File: src/rtl/i2c_seq_pkg.sv
package i2c_seq_pkg;
  localparam int NCMD = 6;
  typedef enum logic [2:0] {
    PH_IDLE   = 3'd0,
    PH_START  = 3'd1,
    PH_RSTART = 3'd2,
    PH_STOP   = 3'd3,
    PH_RCV    = 3'd4,
    PH_ACK    = 3'd5,
    PH_ACKCHK = 3'd6
  } phase_e;
endpackage

File: src/rtl/i2c_seq_timer.sv
module i2c_seq_timer #(
  parameter int BITS = 8
) (
  input  logic       clk,
  input  logic       rst_n,
  input  logic       load,
  input  logic       run,
  input  logic       tick,
  input  logic       multi,
  output logic [1:0] q_nxt,
  output logic       samp,
  output logic       last
);
  localparam int BW = (BITS > 1) ? $clog2(BITS) : 1;
  localparam logic [BW-1:0] LASTBIT = BW'(BITS - 1);

  logic [1:0]    q_r;
  logic [BW-1:0] b_r, b_d;
  logic          adv;

  assign adv = run & tick;

  always_comb begin
    q_nxt = q_r;
    b_d   = b_r;
    if (load) begin
      q_nxt = 2'd0;
      b_d   = '0;
    end else if (adv) begin
      q_nxt = q_r + 2'd1;
      if (q_r == 2'd3) b_d = b_r + 1'b1;
    end
  end

  assign samp = adv & (q_r == 2'd1);
  assign last = adv & (q_r == 2'd3) & (~multi | (b_r == LASTBIT));

  always_ff @(posedge clk or negedge rst_n) begin
    if (!rst_n) begin
      q_r <= 2'd0;
      b_r <= '0;
    end else if (load | adv) begin
      q_r <= q_nxt;
      b_r <= b_d;
    end
  end
endmodule

File: src/rtl/i2c_seq_wave.sv
module i2c_seq_wave
  import i2c_seq_pkg::*;
(
  input  phase_e     phase,
  input  logic [1:0] q,
  input  logic       ack_lvl,
  output logic       sda_low,
  output logic       scl_low
);
  always_comb begin
    sda_low = 1'b0;
    scl_low = 1'b0;
    unique case (phase)
      PH_START: begin
        sda_low = (q != 2'd0);
        scl_low = (q == 2'd3);
      end
      PH_RSTART: begin
        sda_low = q[1];
        scl_low = (q == 2'd0) | (q == 2'd3);
      end
      PH_STOP: begin
        sda_low = ~q[1];
        scl_low = (q == 2'd0);
      end
      PH_ACK: begin
        sda_low = ~ack_lvl;
        scl_low = (q == 2'd0) | (q == 2'd3);
      end
      PH_RCV, PH_ACKCHK: begin
        sda_low = 1'b0;
        scl_low = (q == 2'd0) | (q == 2'd3);
      end
      default: begin
        sda_low = 1'b0;
        scl_low = 1'b0;
      end
    endcase
  end
endmodule

File: src/rtl/i2c_seq_rxshift.sv
module i2c_seq_rxshift #(
  parameter int DATA_W = 8
) (
  input  logic              clk,
  input  logic              rst_n,
  input  logic              shift_en,
  input  logic              commit,
  input  logic              sda_in,
  output logic [DATA_W-1:0] rx_data
);
  logic [DATA_W-1:0] sh_r;

  always_ff @(posedge clk or negedge rst_n) begin
    if (!rst_n) begin
      sh_r    <= '0;
      rx_data <= '0;
    end else begin
      if (shift_en) sh_r <= {sh_r[DATA_W-2:0], sda_in};
      if (commit)   rx_data <= sh_r;
    end
  end

  AST_COMMIT_AFTER_SHIFT: assert property (@(posedge clk) disable iff (!rst_n)
    shift_en |-> !commit) else $error("shift and commit in same cycle");
endmodule

File: src/rtl/i2c_cond_seq.sv
module i2c_cond_seq
  import i2c_seq_pkg::*;
#(
  parameter int DATA_W = 8
) (
  input  logic              clk,
  input  logic              rst_n,
  input  logic              tick,
  input  logic              cmd_start,
  input  logic              cmd_rstart,
  input  logic              cmd_stop,
  input  logic              cmd_rcv,
  input  logic              cmd_ack,
  input  logic              cmd_ackchk,
  input  logic              ack_data,
  input  logic              sda_in,
  output logic              sda_oe,
  output logic              scl_oe,
  output logic [DATA_W-1:0] rx_data,
  output logic              ack_stat,
  output logic [NCMD-1:0]   active_cmd,
  output logic              done
);
  logic [1:0] rst_sync;
  logic       rst_i_n;

  always_ff @(posedge clk or negedge rst_n) begin
    if (!rst_n) rst_sync <= 2'b00;
    else        rst_sync <= {rst_sync[0], 1'b1};
  end
  assign rst_i_n = rst_sync[1];

  phase_e          phase_q, phase_d, pick_ph;
  logic [NCMD-1:0] cmd_vec, pick_oh, active_d;
  logic            accept, running, samp, last;
  logic [1:0]      q_nxt;
  logic            ack_lat, ack_lat_d;
  logic            sda_low_d, scl_low_d, sda_oe_d, scl_oe_d;

  assign cmd_vec = {cmd_ackchk, cmd_ack, cmd_rcv, cmd_stop, cmd_rstart, cmd_start};
  assign running = (phase_q != PH_IDLE);
  assign accept  = ~running & (|cmd_vec);

  always_comb begin
    pick_oh = '0;
    pick_ph = PH_IDLE;
    for (int i = NCMD - 1; i >= 0; i--) begin
      if (cmd_vec[i]) begin
        pick_oh = '0;
        pick_oh[i] = 1'b1;
        pick_ph = phase_e'(i + 1);
      end
    end
  end

  always_comb begin
    phase_d   = phase_q;
    active_d  = active_cmd;
    ack_lat_d = ack_lat;
    if (accept) begin
      phase_d   = pick_ph;
      active_d  = pick_oh;
      ack_lat_d = ack_data;
    end else if (last) begin
      phase_d  = PH_IDLE;
      active_d = '0;
    end
  end

  i2c_seq_timer #(.BITS(DATA_W)) u_timer (
    .clk   (clk),
    .rst_n (rst_i_n),
    .load  (accept),
    .run   (running),
    .tick  (tick),
    .multi (phase_q == PH_RCV),
    .q_nxt (q_nxt),
    .samp  (samp),
    .last  (last)
  );

  i2c_seq_wave u_wave (
    .phase   (phase_d),
    .q       (q_nxt),
    .ack_lvl (ack_lat_d),
    .sda_low (sda_low_d),
    .scl_low (scl_low_d)
  );

  assign sda_oe_d = (phase_d != PH_IDLE) ? sda_low_d : sda_oe;
  assign scl_oe_d = (phase_d != PH_IDLE) ? scl_low_d : scl_oe;

  i2c_seq_rxshift #(.DATA_W(DATA_W)) u_rx (
    .clk      (clk),
    .rst_n    (rst_i_n),
    .shift_en (samp & (phase_q == PH_RCV)),
    .commit   (last & (phase_q == PH_RCV)),
    .sda_in   (sda_in),
    .rx_data  (rx_data)
  );

  always_ff @(posedge clk or negedge rst_i_n) begin
    if (!rst_i_n) begin
      phase_q    <= PH_IDLE;
      active_cmd <= '0;
      ack_lat    <= 1'b0;
      ack_stat   <= 1'b0;
      done       <= 1'b0;
      sda_oe     <= 1'b0;
      scl_oe     <= 1'b0;
    end else begin
      phase_q    <= phase_d;
      active_cmd <= active_d;
      ack_lat    <= ack_lat_d;
      done       <= last;
      sda_oe     <= sda_oe_d;
      scl_oe     <= scl_oe_d;
      if (samp && phase_q == PH_ACKCHK) ack_stat <= sda_in;
    end
  end

  AST_ONE_ACTIVE: assert property (@(posedge clk) disable iff (!rst_i_n)
    $onehot0(active_cmd)) else $error("several commands active");
  AST_DONE_CLEARS: assert property (@(posedge clk) disable iff (!rst_i_n)
    done |-> (active_cmd == '0)) else $error("command bit not cleared");
  AST_DONE_PULSE: assert property (@(posedge clk) disable iff (!rst_i_n)
    done |=> !done) else $error("done longer than one cycle");
  AST_BUSY_IGNORE: assert property (@(posedge clk) disable iff (!rst_i_n)
    (running && !last) |=> $stable(active_cmd)) else $error("command taken while busy");
  AST_STOP_RELEASE: assert property (@(posedge clk) disable iff (!rst_i_n)
    (last && phase_q == PH_STOP) |=> (!sda_oe && !scl_oe)) else $error("stop left a line low");
  AST_RX_SDA_FREE: assert property (@(posedge clk) disable iff (!rst_i_n)
    (phase_q == PH_RCV || phase_q == PH_ACKCHK) |-> !sda_oe) else $error("SDA driven while listening");
  AST_START_ENDS_LOW: assert property (@(posedge clk) disable iff (!rst_i_n)
    (last && phase_q == PH_START) |=> (sda_oe && scl_oe)) else $error("start did not end low");
endmodule

File: config.mk
export PLATFORM = sky130hd
export DESIGN_NAME = i2c_cond_seq
export DESIGN_NICKNAME = d
export VERILOG_FILES = /design/src/rtl/i2c_seq_pkg.sv /design/src/rtl/i2c_seq_timer.sv /design/src/rtl/i2c_seq_wave.sv /design/src/rtl/i2c_seq_rxshift.sv /design/src/rtl/i2c_cond_seq.sv
export SDC_FILE = /design/constraint.sdc
export NUM_CORES = 1
export LEC_CHECK = 0
export ABC_AREA = 1
export ABC_CLOCK_PERIOD_IN_PS = 1200
export CAP_MARGIN = 20
export CELL_PAD_IN_SITES_DETAIL_PLACEMENT = 1
export CELL_PAD_IN_SITES_GLOBAL_PLACEMENT = 1
export CORE_AREA = 2 2 74 76
export DETAILED_ROUTE_END_ITERATION = 12
export DIE_AREA = 0 0 76 78
export GPL_ROUTABILITY_DRIVEN = 0
export PLACE_DENSITY_LB_ADDON = 0.05
export SLEW_MARGIN = 20
export SYNTH_ARGS = -nofsm -noshare
export SYNTH_HDL_FRONTEND = slang
export SYNTH_SLANG_ARGS = --single-unit
File: constraint.sdc
create_clock -name clk -period 1.2 [get_ports clk]
set_clock_uncertainty 0.05 [all_clocks]
set_input_delay 0.24 -clock clk [delete_from_list [all_inputs] [get_ports clk]]
set_output_delay 0.24 -clock clk [all_outputs]
set_load 0.05 [all_outputs]
# ---- After elaboration in Yosys (flattened, before gate mapping)
# Cells that the tools add are included.
# W data, S select, Z words.
dict set report totals {
  regBits 37
  out_inout_bits 18
  in_bits 11
  word_cells 75
}
dict set report classes {
  bitwise 14
  n_reduce_logical 11
  muxes 24
  addsub 2
  eq_ne 12
}
# operator count
set op_table {}
lappend op_table {{$mux W6} 8}
lappend op_table {{$mux W3} 11}
lappend op_table {{$eq A3 B3 Y1 const B} 6}
lappend op_table {{$reduce_bool A2 Y1} 4}
lappend op_table {{$and A1 B1 Y1} 7}
lappend op_table {{$eq A3 B2 Y1 const B} 2}
lappend op_table {{$reduce_bool A3 Y1} 2}
lappend op_table {{$reduce_or A6 Y1} 1}
lappend op_table {{$eq A2 B2 Y1 const B} 2}
lappend op_table {{$mux W2} 2}
lappend op_table {{$not A1 Y1} 4}
lappend op_table {{$pmux W1 S4} 1}
lappend op_table {{$reduce_or A4 Y1} 1}
lappend op_table {{$add A3 B1 Y3 const B} 1}
lappend op_table {{$eq A3 B1 Y1 const B} 1}
lappend op_table {{$or A1 B1 Y1} 3}
lappend op_table {{$pmux W1 S3} 1}
lappend op_table {{$reduce_and A3 Y1} 1}
lappend op_table {{$add A2 B1 Y2 const B} 1}
lappend op_table {{$eq A2 B1 Y1 const B} 1}
lappend op_table {{$logic_not A2 Y1} 1}
lappend op_table {{$logic_and A1 B1 Y1} 1}
lappend op_table {{$mux W1} 1}

# ---- Depth between registers and ports, before layout
# Gate-level depths: netlist of run 1.
dict set report logic_depth {
  depth_word 10
  depth_mapped 13
  depth_no_buf 13
}

# ---- Modules after synthesis
# Synthesis of run 1 repeated with hierarchy kept, for this count alone.
dict set report unflattened {
  cells_unflattened 226
  hier_area_um2 1848.0
}
# module cells_per_inst area_per_inst_um2 instances
set modules_own_cells {}
lappend modules_own_cells {i2c_cond_seq 87 772.0 1}
lappend modules_own_cells {i2c_seq_rxshift 68 610.6 1}
lappend modules_own_cells {i2c_seq_timer 45 334.1 1}
lappend modules_own_cells {i2c_seq_wave 26 131.4 1}

# ---- Least setup slack after synthesis of run 1
# No wires, ideal clock.
dict set report synth_path {
  path_kind {reg2reg}
  start {register phase_q[1]}
  end {register sda_oe}
  n_path_buf 0
  slack_ps -433
  setup_time_ps 119
  required_time_ps 1031
  period_less_slack_ps 1633
  arrival_ps 1464
  stages_incl_launch_ff 14
  cell_sequence {dfrtp_1 -> nor2_2 -> nand2_4 -> inv_2 -> nand2_4 -> nand3_1 -> o21ai_0 -> inv_1 -> ha_1 -> inv_1 -> nand3_1 -> nand2_1 -> nor2_1 -> nand2_1}
}
dict set report synth_between {
  word_cells_on_any_way 23
}
# element line_no
set synth_rtl {}
lappend synth_rtl {{start, declared} i2c_cond_seq.sv:33} ;# phase_e phase_q, phase_d, pick_ph;
lappend synth_rtl {{start signal, assigned} i2c_cond_seq.sv:112} ;# phase_q <= phase_d;
lappend synth_rtl {{$reduce_bool A3 Y1 *} i2c_cond_seq.sv:41} ;# assign running = (phase_q != PH_IDLE);
lappend synth_rtl {{$and A1 B1 Y1 / $not A1 Y1 (equally long branches)} {i2c_seq_timer.sv:21, i2c_cond_seq.sv:42}}
lappend synth_rtl {{$mux W2 / $and A1 B1 Y1 (equally long branches)} {i2c_seq_timer.sv:29, i2c_cond_seq.sv:42}}
lappend synth_rtl {{$mux W2 *} i2c_seq_timer.sv:26} ;# if (load) begin
lappend synth_rtl {{via q_nxt[0]} i2c_cond_seq.sv:36} ;# logic [1:0] q_nxt;
lappend synth_rtl {{$reduce_bool A2 Y1 *} i2c_seq_wave.sv:15} ;# sda_low = (q != 2'd0);
lappend synth_rtl {{$pmux W1 S4 *} i2c_seq_wave.sv:13} ;# unique case (phase)
lappend synth_rtl {{end signal, assigned} i2c_cond_seq.sv:116} ;# sda_oe <= sda_oe_d;
lappend synth_rtl {{end, declared} i2c_cond_seq.sv:17} ;# output logic sda_oe,
# The timed path passes the listed nets; every way through them passes the cells marked *.
# A chain may end at the register's enable or synchronous reset.

# ---- Worst setup path after layout of run 1
dict set report layout_path {
  start {register u_timer.b_r[0]}
  end {register sda_oe}
}
dict set report layout_between {
  elab_chain_len 7
  word_cells_on_any_way 11
}
# element line_no
set layout_rtl {}
lappend layout_rtl {{start, declared} i2c_seq_timer.sv:18} ;# logic [BW-1:0] b_r, b_d;
lappend layout_rtl {{start signal, assigned} i2c_seq_timer.sv:41} ;# b_r <= '0;
lappend layout_rtl {{start signal, assigned} i2c_seq_timer.sv:44} ;# b_r <= b_d;
lappend layout_rtl {{$eq A3 B3 Y1 *} i2c_seq_timer.sv:36} ;# assign last = adv & (q_r == 2'd3) & (~multi | (b_r == LASTBIT));
lappend layout_rtl {{$or A1 B1 Y1 *} i2c_seq_timer.sv:36}
lappend layout_rtl {{$and A1 B1 Y1 *} i2c_seq_timer.sv:36}
lappend layout_rtl {{via last} i2c_cond_seq.sv:35} ;# logic accept, running, samp, last;
lappend layout_rtl {{$mux W3 *} i2c_cond_seq.sv:64} ;# end else if (last) begin
lappend layout_rtl {{$mux W3 *} i2c_cond_seq.sv:60} ;# if (accept) begin
lappend layout_rtl {{via phase_d[2]} i2c_cond_seq.sv:33}
lappend layout_rtl {{$eq A3 B3 Y1 (tied with other cells)} i2c_seq_wave.sv:13}
lappend layout_rtl {{$pmux W1 S4} i2c_seq_wave.sv:13}
# Marks and branches as above.

==> flow_summary.toml, run 1 <==
[yosys]
synth-async-reset-ratio_pct = 100.0
ys_warn_count = 0
synth_cell_types = 25
synth-seq-cells = 37
syn_nets = 212
yosys.area.top_type = "dfrtp_1"
synth_top_area_share_pct = 52.41
synthesis.area_sq_um = 1767
yosysSeqAreaShare_pct = 52.41
synthFlopType = "dfrtp_1"
synth_common_cells = "41 x nand2_1, 37 x dfrtp_1, 30 x inv_1"
avgSynthCellArea_sq_um = 9.060
postSynthCellCount = 195
synthTopCellsByArea = "dfrtp_1 52%, nand2_1 8.7%, inv_1 6.4%, o21ai_0 4.5%, ha_1 4.2%"
yosysMostFrequentCell = "nand2_1"
synth_edf_count = 0

[flow_run]
drv_cap = 0

[layout]
fin_area_sq_um = 3178
final_cells = 350
drive_gt1_share_pct = 53.21
diodes = 0
nFillCells = 545
fin_util_pct = 63.03
area_growth_pct = 79.89
final_nets = 296

[outcome]
status = "complete, but fails checks"
violations = "setup timing"

[worst_setup_path]
critPathMaxStageDelay_ps = 400
critPathKind = "flop to flop"
cp_max_fo = 4
cp_slowest_cell = "dfrtp_1"
end_kind = "flop"
crit_start = "u_timer.b_r[0]$_DFFE_PN0P_"
start_kind = "flop"
worst_ep_arrival_time_ps = 1850
cp-endpoint = "sda_oe$_DFFE_PN0P_"
reg2reg_depth = 10
reg2reg_from = "u_timer.b_r[0]$_DFFE_PN0P_"
crit_path_cell_trace = "ha_2 -> ha_4 -> nor2_4 -> nor2_4 -> o21ai_2 -> nor2_1 -> nand3_1 -> nand2_1 -> nor2_1 -> nand2_1"
required_ps = 1340
rrSetupSlack_ps = -520
reg2reg_to = "sda_oe$_DFFE_PN0P_"

[drt]
top_layer_used = "met4"
wl_met1_mm = 2.176
vias = 1616
drtIter0Drc = 73
drt-wirelength-per-cell_microns = 15.25
wl_met3_microns = 181
drc = 0
routed_wl_mm = 5.339
first_pass_iters = 4
detail-route-antenna-nets = 0
wl_met2_mm = 2.919
vias_per_cell = 4.617

[timing]
worst_slack_ps = -516.7
finalSetupViolCount = 34
clock.fmax_ghz = 0.5825
fin_setup_tns_ps = -10660
fin_crit_sh_pct = 143.1
period_minus_slack_ps = 1717
holdWs_ps = 46.08
slew_viol_final = 0
report.final.hold_viol_count = 0
grt_setup_unrepaired = "yes"

[placement]
postPlaceCellArea_sq_um = 2631
hpwlAfterDp_mm = 3.329
dp_slack_ps = -783.4
dp.cells = 320
numPortBuffers = 28

[die]
ios = 29
die_x_microns = 76
core.rowCount = 26
initial_core_util_pct = 35.04
die_y_microns = 78
dieArea_sq_um = 5928
core-area_sq_um = 5042

[cts]
cts-buffers-inserted = 5
cts_root_buffer = "clkbuf_8"
cts.clk_slew.worst_paths_ps = 80
cts_num_sinks = 37
htree_num_levels = 2
tritoncts = "done"
clock_tree.buffer_depth = 2
clkLatencyLatePin_ps = 300

[pwr]
power_density_nw_per_um2 = 2131
power_leakage_nw = 1.444
irDropWorstVdd_v = 0.001232
p_total_mw = 6.772

[global_route]
grt_pass1_vias = 1821
grt_pass1_wl_mm = 8.894
grt-ovfl-total = 0
antenna_found_initial = 0
grt.total_usage_pct = 19.12
grt_max_degree = 36

[worst_hold_path]
hp-class = "primary input to asynchronous set/reset pin"
## registers in the layout (all words and copies together) (netlist names)
signal and count:
ack_lat 1, rst_sync 2, sda_oe 1, u_rx.rx_data 8, active_cmd 6, u_rx.sh_r 8, scl_oe 1, phase_q 3
u_timer.q_r 2, u_timer.b_r 3, done 1, ack_stat 1
## critical path, delay by kind of cell (launching register included)
family,cells,cell delay [ps]
compound gates,1,150
fa+ha+maj,2,350
flops,1,400
simple gates,7,660
## worst min path at each step
| stage | start | to | slack, ps | cells after the start |
|---|---|---|---|---|
| after floorplan | rst_n | rst_sync[0]$_DFF_PN0_ | -110 | 0 |
| after global placement | rst_sync[1]$_DFF_PN0_ | u_rx.sh_r[1]$_DFFE_PN0P_ | 180 | 1 |
| after detailed placement | rst_sync[1]$_DFF_PN0_ | u_rx.sh_r[0]$_DFFE_PN0P_ | 190 | 1 |
| after CTS | rst_n | rst_sync[1]$_DFF_PN0_ | 40 | 1 |
| after global routing | rst_n | rst_sync[1]$_DFF_PN0_ | 40 | 1 |
| final | rst_n | rst_sync[0]$_DFF_PN0_ | 50 | 1 |
## logic make-up after synthesis
kind of cell               count (synthesis)  synth area share, %
AOI/OAI and AO/OA                         29                9.561
xor gates and xnor gates                   1               0.4958
adders and majority gates                  6                4.249
buffers and inverters                     35                7.578
DFF                                       37                52.41
muxes                                      1               0.6373
other                                      1               0.2123
and+or+nand+nor                           85                24.86
## layer usage
metal  global-route usage [%]  up-vias
met5                        0        -
met4                    5.273        0
met3                    4.419        7
met2                    36.52       28
met1                    21.25      789
li1                         -      792
## timing repair
| item | in CTS | in global routing |
|---|---|---|
| hold buffers | 0 | 0 |
| setup endpoints to repair | 35 | 45 |
| pin swaps | 7 | 11 |
| gates cloned | 1 | 0 |
| gates resized for setup | 36 | 35 |
| buffers inserted | 12 | 11 |
## layout make-up
cell class	instances	area (sq um)	area share (%)
multi-input cells	123	1006	31.65
flip-flops and latches	37	932.1	29.33
repair buffers	79	910.9	28.66
inverters	33	126.4	3.976
well taps	70	87.58	2.756
clock buffers	5	68.82	2.165
clock inverters	3	46.29	1.457
## where the power goes
group | leakage, nW | switching, mW | internal [mW]
sequential | 0.485 | 0.264 | 1.53
clock | 0.0543 | 0.497 | 0.622
combinational | 0.905 | 2.05 | 1.81
## placed cells by master, fill, tap and decap left out, drive strengths merged, types with 5 or more instances in the layout
cell / count
ha: 6
clkdlybuf4s50: 10
clkbuf: 5
inv: 33
buf: 69
o22ai: 5
nand3: 13
dfrtp: 37
nor2: 17
o21ai: 21
nand2: 49
nand4: 5
Note: power is estimated with default switching activity, not from simulation.
==> run 2, diff against run 1 <==
--- a/config.mk
+++ b/config.mk
@@ -10,9 +10,9 @@
 export CAP_MARGIN = 20
 export CELL_PAD_IN_SITES_DETAIL_PLACEMENT = 1
 export CELL_PAD_IN_SITES_GLOBAL_PLACEMENT = 1
-export CORE_AREA = 2 2 74 76
+export CORE_AREA = 2 2 61 91
 export DETAILED_ROUTE_END_ITERATION = 12
-export DIE_AREA = 0 0 76 78
+export DIE_AREA = 0 0 63 93
 export GPL_ROUTABILITY_DRIVEN = 0
 export PLACE_DENSITY_LB_ADDON = 0.05
 export SLEW_MARGIN = 20
==> flow_summary.toml, run 2 (same netlist as run 1, synthesis figures left out) <==
[layout]
multi_input_area_sq_um = 997.2
diodes = 0
top_regs = "u_rx.rx_data: 8 flops, u_rx.sh_r: 8 flops, active_cmd: 6 flops"
nFillCells = 567
seq_area_sq_um = 927.1
final_cells = 346
area_growth_pct = 77.20
final_common_cell = "dfrtp_1"
drive_gt1_share_pct = 51.44
final_nets = 294
final_cell_mix = "36 x dfrtp_1, 32 x buf_4, 27 x nand2_1, 24 x inv_1, 20 x buf_12"

[cts]
cts_root_buffer = "clkbuf_8"
cts_num_sinks = 37
clkLatencyLatePin_ps = 290
htree_num_levels = 2
cts-buffers-inserted = 5
cts.clk_slew.worst_paths_ps = 80
tritoncts = "done"
clock_tree.buffer_depth = 2

[worst_hold_path]
hp-class = "primary input to asynchronous set/reset pin"

[worst_setup_path]
cp_max_fo = 4
end_kind = "flop"
required_ps = 1340
start_kind = "flop"
worst_ep_arrival_time_ps = 1870
critPathKind = "flop to flop"

[die]
ios = 29
core.rowCount = 32
die_x_microns = 63
initial_core_util_pct = 34.74
core-area_sq_um = 5085
die_y_microns = 93
dieArea_sq_um = 5859

[timing]
finalSetupViolCount = 35
fin_setup_tns_ps = -10940
fin_crit_sh_pct = 144.7
period_minus_slack_ps = 1736
clock.fmax_ghz = 0.5759
report.final.hold_viol_count = 0
grt_setup_unrepaired = "yes"
worst_slack_ps = -536.5
slew_viol_final = 0

[drt]
drc = 0
detail-route-antenna-nets = 0
first_pass_iters = 4
vias_per_cell = 4.824
vias = 1669
drtIter0Drc = 34
routed_wl_mm = 5.475
drt-wirelength-per-cell_microns = 15.82

[placement]
dp_slack_ps = -767.7
dp.cells = 321
hpwlAfterDp_mm = 3.603
numPortBuffers = 28

[global_route]
grt_max_degree = 18
antenna_found_initial = 0
grt-ovfl-total = 0
grt_pass1_vias = 1830
grt.total_usage_pct = 19.49
grt_pass1_wl_mm = 8.714

[pwr]
irDropWorstVdd_v = 0.001420
power_density_nw_per_um2 = 2204
p_total_mw = 6.899
power_leakage_nw = 1.480

[flow_run]
drv_cap = 0

[outcome]
status = "complete, but fails checks"
violations = "setup timing"
## run 2: final cells by class
type	instances	share of cell area, %
multi-input combinational	124	31.85
sequential	37	29.62
timing repair buffer	76	28.82
inverter	33	4.357
tap	68	2.718
clock buffer	6	2.318
clock inverter	2	0.3197
## run 2: worst paths after layout
kind	start	cells past startpoint	slack [ps]	endpoint
setup / recovery	u_timer.b_r[1]$_DFFE_PN0P_	11	-540	sda_oe$_DFFE_PN0P_
setup reg to reg	u_timer.b_r[1]$_DFFE_PN0P_	11	-540	sda_oe$_DFFE_PN0P_
hold / removal	rst_n	1	50	rst_sync[0]$_DFF_PN0_
hold reg to reg	rst_sync[1]$_DFF_PN0_	0	150	u_rx.sh_r[0]$_DFFE_PN0P_
min in group clk	rst_sync[0]$_DFF_PN0_	0	310	rst_sync[1]$_DFF_PN0_
max in group asynchronous	rst_sync[1]$_DFF_PN0_	1	490	u_rx.rx_data[6]$_DFFE_PN0P_
## run 2: stage by stage
stage	utilization (%)	hold WS (ps)	instance area, sq um
after global placement	52.14	136.0	2651
after detailed placement	52.14	154.9	2651
after CTS	58.56	50.61	2978
after global routing	61.57	51.11	3131
after floorplan	-	-105.6	1863
final	61.57	54.76	3131
## run 2: timing repair
item                                   CTS  global route
buffers inserted                        14            10
endpoints found under the hold margin    0             0
setup endpoints to repair               35            35
pin swaps                               22             8
gates resized for setup                 51            27
gates cloned                             1             0
hold buffers                             0             0
## run 2: worst max-delay path: stages, from the launching register on
cell and delay (ps):
dfrtp_1 420, ha_4 190, ha_4 160, nor2_4 180, nor2_4 70, buf_6 120, o21ai_4 150, nor2_2 60
nand3_1 60, nand2_1 50, nor2_1 80, nand2_1 50
## run 2: metal layers
layer | track usage [%] | part of all wire, % | up-vias
li1 | - | - | 789
met1 | 19.19 | 35 | 832
met2 | 38.30 | 60 | 34
met3 | 4.091 | 3.1 | 14
met4 | 8.333 | 2.4 | 0
met5 | 0 | 0 | -
## run 2: power breakdown
group	internal, mW	switching [mW]	leakage (nW)
combinational	2.05	2.19	0.944
clock	0.403	0.444	0.0450
sequential	1.53	0.289	0.491
